$ cat src/rtl/psram_mon_pkg.sv
package psram_mon_pkg;
    typedef enum logic [1:0] {
        ST_OFF,
        ST_CLEAN,
        ST_SHORT,
        ST_STARVED
    } starve_st_t;

    typedef struct packed {
        logic wp;
        logic bus;
        logic starve;
    } viol_t;
endpackage

$ cat src/rtl/pm_write_width.sv
module pm_write_width #(
    parameter int WP_CYC = 8
) (
    input  logic clk,
    input  logic rst_n,
    input  logic wr_act,
    output logic evt
);
    localparam int WW = $clog2(WP_CYC + 1);
    localparam logic [WW-1:0] WP_LIM = WW'(WP_CYC);

    logic          act_q;
    logic [WW-1:0] len_q;

    always_ff @(posedge clk or negedge rst_n) begin
        if (!rst_n) begin
            act_q <= 1'b0;
            len_q <= '0;
        end else begin
            act_q <= wr_act;
            if (!wr_act)
                len_q <= '0;
            else if (len_q != WP_LIM)
                len_q <= len_q + 1'b1;
        end
    end

    // a write just ended with fewer active samples than the minimum
    assign evt = act_q && !wr_act && (len_q < WP_LIM);
endmodule

$ cat src/rtl/pm_starve_fsm.sv
module pm_starve_fsm
    import psram_mon_pkg::*;
#(
    parameter int AW         = 19,
    parameter int RC_CYC     = 11,
    parameter int STARVE_CYC = 3000
) (
    input  logic          clk,
    input  logic          rst_n,
    input  logic          ce1_n,
    input  logic          rd_sel,
    input  logic [AW-1:0] addr,
    output logic          evt
);
    localparam int SW = $clog2(RC_CYC + 1);
    localparam int TW = $clog2(STARVE_CYC + 1);
    localparam logic [SW-1:0] RC_LIM  = SW'(RC_CYC);
    localparam logic [TW-1:0] TMR_END = TW'(STARVE_CYC - 1);

    starve_st_t    st_q, st_d;
    logic [AW-1:0] addr_q;
    logic [SW-1:0] stab_q;
    logic [SW-1:0] hi_q;
    logic [TW-1:0] tmr_q;

    logic chg, short_evt, norm_evt, gap_evt;
    assign chg       = addr != addr_q;
    assign short_evt = rd_sel && chg && (stab_q < RC_LIM);
    assign norm_evt  = rd_sel && !chg && (stab_q == RC_LIM - 1'b1);
    assign gap_evt   = ce1_n && (hi_q == RC_LIM - 1'b1);

    // interval counters
    always_ff @(posedge clk or negedge rst_n) begin
        if (!rst_n) begin
            addr_q <= '0;
            stab_q <= RC_LIM;
            hi_q   <= '0;
            tmr_q  <= '0;
        end else begin
            addr_q <= addr;
            if (chg)
                stab_q <= SW'(1);
            else if (stab_q != RC_LIM)
                stab_q <= stab_q + 1'b1;
            if (!ce1_n)
                hi_q <= '0;
            else if (hi_q != RC_LIM)
                hi_q <= hi_q + 1'b1;
            tmr_q <= (st_q == ST_SHORT && st_d == ST_SHORT) ? tmr_q + 1'b1 : '0;
        end
    end

    // state register
    always_ff @(posedge clk or negedge rst_n) begin
        if (!rst_n) st_q <= ST_OFF;
        else        st_q <= st_d;
    end

    always_comb begin
        st_d = st_q;
        unique case (st_q)
            ST_OFF: begin
                if (short_evt)   st_d = ST_SHORT;
                else if (!ce1_n) st_d = ST_CLEAN;
            end
            ST_CLEAN: begin
                if (gap_evt)        st_d = ST_OFF;
                else if (short_evt) st_d = ST_SHORT;
            end
            ST_SHORT: begin
                if (gap_evt)               st_d = ST_OFF;
                else if (norm_evt)         st_d = ST_CLEAN;
                else if (tmr_q == TMR_END) st_d = ST_STARVED;
            end
            ST_STARVED: begin
                if (gap_evt)       st_d = ST_OFF;
                else if (norm_evt) st_d = ST_CLEAN;
            end
            default: st_d = ST_OFF;
        endcase
    end

    // output register
    always_ff @(posedge clk or negedge rst_n) begin
        if (!rst_n) evt <= 1'b0;
        else        evt <= (st_q == ST_SHORT) && (st_d == ST_STARVED);
    end
endmodule

$ cat src/rtl/pm_tally.sv
module pm_tally
    import psram_mon_pkg::*;
#(
    parameter int CNT_W = 8
) (
    input  logic             clk,
    input  logic             rst_n,
    input  logic             clr,
    input  viol_t            ev,
    output viol_t            flags,
    output logic [CNT_W-1:0] cnt
);
    localparam logic [CNT_W:0] CNT_MAX = {1'b0, {CNT_W{1'b1}}};

    logic [CNT_W:0] base, sum;
    assign base = clr ? '0 : {1'b0, cnt};
    assign sum  = base + (CNT_W+1)'(ev.wp) + (CNT_W+1)'(ev.bus)
                       + (CNT_W+1)'(ev.starve);

    always_ff @(posedge clk or negedge rst_n) begin
        if (!rst_n) begin
            flags <= '0;
            cnt   <= '0;
        end else begin
            flags <= (clr ? viol_t'('0) : flags) | ev;
            cnt   <= (sum > CNT_MAX) ? CNT_MAX[CNT_W-1:0] : sum[CNT_W-1:0];
        end
    end
endmodule

$ cat src/rtl/psram_bus_monitor.sv
module psram_bus_monitor
    import psram_mon_pkg::*;
#(
    parameter int AW          = 19,
    parameter int CLK_MHZ     = 200,
    parameter int T_RC_NS     = 55,
    parameter int T_WP_NS     = 40,
    parameter int T_STARVE_NS = 15000,
    parameter int CNT_W       = 8
) (
    input  logic             clk,
    input  logic             rst_n,
    input  logic             ce1_n,
    input  logic             ce2,
    input  logic             we_n,
    input  logic             oe_n,
    input  logic             ble_n,
    input  logic             bhe_n,
    input  logic [AW-1:0]    addr,
    input  logic             host_drv,
    input  logic             clr,
    output logic             wp_err,
    output logic             bus_err,
    output logic             starve_err,
    output logic [CNT_W-1:0] viol_cnt
);
    localparam int RC_CYC     = (T_RC_NS * CLK_MHZ + 999) / 1000;
    localparam int WP_CYC     = (T_WP_NS * CLK_MHZ + 999) / 1000;
    localparam int STARVE_CYC = (T_STARVE_NS / 1000) * CLK_MHZ;

    logic sel, any_byte, wr_act, rd_sel, mem_drv;
    assign sel      = !ce1_n && ce2;
    assign any_byte = !ble_n || !bhe_n;
    assign wr_act   = sel && !we_n && any_byte;
    assign rd_sel   = sel && we_n;
    assign mem_drv  = rd_sel && !oe_n && any_byte;

    viol_t ev, flags;
    logic  ev_any;

    pm_write_width #(.WP_CYC(WP_CYC)) u_wp (
        .clk(clk), .rst_n(rst_n), .wr_act(wr_act), .evt(ev.wp)
    );

    pm_starve_fsm #(.AW(AW), .RC_CYC(RC_CYC), .STARVE_CYC(STARVE_CYC)) u_st (
        .clk(clk), .rst_n(rst_n), .ce1_n(ce1_n), .rd_sel(rd_sel),
        .addr(addr), .evt(ev.starve)
    );

    assign ev.bus = mem_drv && host_drv;
    assign ev_any = |ev;

    pm_tally #(.CNT_W(CNT_W)) u_tally (
        .clk(clk), .rst_n(rst_n), .clr(clr), .ev(ev),
        .flags(flags), .cnt(viol_cnt)
    );

    assign wp_err     = flags.wp;
    assign bus_err    = flags.bus;
    assign starve_err = flags.starve;
endmodule

$ cat config.mk
export PLATFORM = sky130hd
export DESIGN_NAME = psram_bus_monitor
export DESIGN_NICKNAME = d
export VERILOG_FILES = /design/src/rtl/psram_mon_pkg.sv /design/src/rtl/pm_write_width.sv /design/src/rtl/pm_starve_fsm.sv /design/src/rtl/pm_tally.sv /design/src/rtl/psram_bus_monitor.sv
export SDC_FILE = /design/constraint.sdc
export NUM_CORES = 1
export LEC_CHECK = 0
export BUFFER_PORTS_ARGS = -buffer_cell sky130_fd_sc_hd__buf_2
export CORE_MARGIN = 3
export CORE_UTILIZATION = 51
export CTS_CLUSTER_SIZE = 8
export DETAILED_ROUTE_END_ITERATION = 16
export HOLD_SLACK_MARGIN = 0.05
export PLACE_DENSITY = 0.75
export RECOVER_POWER = 50
export SLEW_MARGIN = 20
export SYNTH_ARGS = -nofsm -noshare
export SYNTH_HDL_FRONTEND = slang
export SYNTH_SLANG_ARGS = --single-unit
$ cat constraint.sdc
create_clock -name clk -period 2.3 [get_ports clk]
set_input_delay 0.345 -clock clk [delete_from_list [all_inputs] [get_ports clk]]
set_output_delay 0.345 -clock clk [all_outputs]
set_load 0.05 [all_outputs]
==> qor.yml <==
status:
  status: "complete, but fails checks"
  violations: "negative setup slack"
floorplanning:
  io_pins: 40
  core_um2: 5170
  initial_core_util_pct: 53.2
  num_rows: 26
  die_w_um: 79.5
  fp.dieH_um: 79.5
  dieArea_um2: 6310
grt:
  grt_usage_pct: 18.3
  antenna_found_initial: 0
  grt_pass1_vias: 1880
  grt_first_pass_wirelength_um: 8670
  overflow: 0
  grt_max_degree: 31
timing:
  setup_slack_ns: -0.258
  setup_violations: 8
  grt_setup_unrepaired: "true"
  skew_ns: 0.00824
  hold_violations: 0
  fmax_ghz: 0.391
  slew_violations: 0
  relSlewSlack_pct: 56.2
  final.setup.tns_ns: -1.73
  max_slew.worst_pin.slew_ns: 0.657
  min_period_ns: 2.56
  post-route-period-util_pct: 111
worst_setup_path:
  startpoint_type: "input port"
  path_max_fanout: 6
  arrival_ns: 2.82
  critical_path_class: "in -> reg"
  required_ns: 2.56
  cp-end-kind: "flip-flop"
cells_and_area:
  n_fill_cell: 410
  drive_above_1_share_pct: 21.2
  multi_input_area_um2: 1250
  instances_no_fill: 382
  regArea_um2: 1460
  fin_util_pct: 65.1
  nNetsFinal: 348
  area_growth_pct: 22.3
  diodes: 0
pwr:
  p_leak_nw: 1.58
  ir_worst_vdd_uv: 484
  p_per_area_nw_per_um2: 764
placed_design:
  io_buffer_count: 39
  dp_cells: 362
  hpwl_um: 3460
  place_congestion: 0.828
routing:
  vias: 1938
  drt_wl_total_um: 5010
  wl_per_cell_um: 13.1
  drc_errors: 0
  drt_iter0_drc: 65
  first_pass_iters: 4
  detail-route-antenna-nets: 0
  viasPerCell: 5.07
cts:
  cts_buffer_depth: 2
  cts.sinks: 58
  clk_pin_slew_ns: 0.06
  numCtsBuffers: 9
  cts_root_buf: "clkbuf_8"
  cts_max_level: 3
  clk_latency_ns: 0.33
  cts_tree: "done"
synth:
  synthCells: 244
  synthFlopType: "dfrtp_1"
  synth_top_area_cell: "dfrtp_1"
  synth-edff-count: 0
  yosysUniqueCellTypes: 41
  synth.avg_cell_area_um2: 11.3
  syn_nets: 284
  synth_warnings: 0
  yosysSeqAreaShare_pct: 52.9
  synth_common_cells: "dfrtp_1, xor2_1, inv_1"
  synth.ff_latch_count: 58
  yosysMostFrequentCell: "dfrtp_1"
  synth_top_area_share_pct: 50.0
  synth_area_um2: 2750
  async_flop_share_pct: 100
  ys_top_cells_by_area: "dfrtp_1, xor2_1, ha_1, xnor2_1, dfstp_2"
hold_path:
  hold_path.class: "in -> reg"
run:
  drv_cap: 0
-- worst max-delay path, cell delays in order --
cell and delay, ns:
buf_8 0.10, nand3b_4 0.14, or4b_4 0.50, fa_1 0.50, inv_1 0.08, ha_2 0.18, inv_2 0.04, fa_2 0.37
nor3_4 0.14, nand4_1 0.25, nand2_1 0.16
-- layout by cell type, fill, tap and decap left out, types with 3 or more instances in the layout --
cell type / instances
clkbuf_1: 21
buf_2: 19
nor2_1: 14
o21ai_0: 4
nand2_1: 16
xnor2_1: 12
clkbuf_8: 12
nand3_1: 11
and3_1: 5
nor3_1: 12
mux2i_1: 5
or2_2: 4
a21oi_1: 4
o21ai_1: 3
dfrtp_1: 55
nor4_1: 3
nand3b_1: 5
dfstp_2: 3
inv_1: 16
ha_1: 8
buf_4: 12
xor2_1: 27
nand2b_1: 3
a211oi_1: 4
-- report_power, final --
part	internal [mW]	switching [mW]	total [mW]
Sequential	1.11	0.0811	1.20
Combinational	0.168	0.257	0.425
Clock	0.581	0.369	0.950
Total	1.86	0.707	2.57
-- routing by layer --
| layer | vias up | part of all wire [%] | track usage (%) |
|---|---|---|---|
| li1 | 960 | - | - |
| met2 | 43 | 46 | 27.1 |
| met3 | 7 | 6.2 | 7.79 |
| met4 | 0 | 1.3 | 6.70 |
| met1 | 928 | 46 | 23.8 |
| met5 | - | 0 | 0 |
-- cell families after synthesis --
family	share of synthesized area, %
flip-flops	52.9
XOR/XNOR	12.4
adder cells (fa/ha/maj)	5.55
buffers and inverters	2.45
AO/OA/AOI/OAI	6.09
AND/OR/NAND/NOR	18.8
multiplexers	1.82
-- metrics by stage --
step           worst slack [ns]  total power [mW]  cell area, um2  hold WS (ns)
2_1_floorplan            -0.331              1.48            2760        0.0494
3_3_place_gp             -0.496              1.62            3130         0.404
3_5_place_dp             -0.593              1.62            3130         0.405
4_1_cts                  -0.242              2.60            3370         0.119
5_1_grt                  -0.332              2.72            3370         0.117
6_report                 -0.258              2.57            3370         0.146
-- worst paths after layout --
kind / endpoint / startpoint / slack, ns / depth (start not counted)
max: u_tally.cnt[2] / ce1_n / -0.26 / 11
min: u_st.addr_q[11] / addr[11] / 0.15 / 1
max reg2reg: u_tally.cnt[2] / u_wp.len_q[3] / -0.08 / 9
min reg2reg: u_st.tmr_q[0] / u_st.tmr_q[0] / 0.50 / 1
max in group asynchronous: u_st.stab_q[0] / rst_n / 1.06 / 3
min in group asynchronous: u_tally.cnt[5] / rst_n / 0.58 / 2
-- registers in the layout, summed over array words and instances (netlist names), 2 cells and up --
name and flops:
u_st.stab_q 4, u_tally.flags 3, u_st.tmr_q 12, u_st.st_q 2
u_wp.len_q 4, u_st.hi_q 4, u_st.addr_q 19, u_tally.cnt 8
-- area by class of cell --
| type | instances | area share [%] |
|---|---|---|
| timing repair buffer | 54 | 9.07 |
| multi-input combinational | 168 | 37.1 |
| tap | 70 | 2.60 |
| clock inverter | 2 | 1.04 |
| inverter | 17 | 1.90 |
| sequential | 58 | 43.2 |
| clock buffer | 13 | 5.02 |
-- repair_timing --
| item | CTS | global route |
|---|---|---|
| gates cloned | 0 | 0 |
| pin swaps | 0 | 4 |
| endpoints found under the setup margin | 8 | 8 |
| resized for setup | 5 | 4 |
| setup buffers | 2 | 3 |
| endpoints found under the hold margin | 20 | 0 |
| hold buffers | 1 | 0 |
Power figures use the tool's default switching activity.
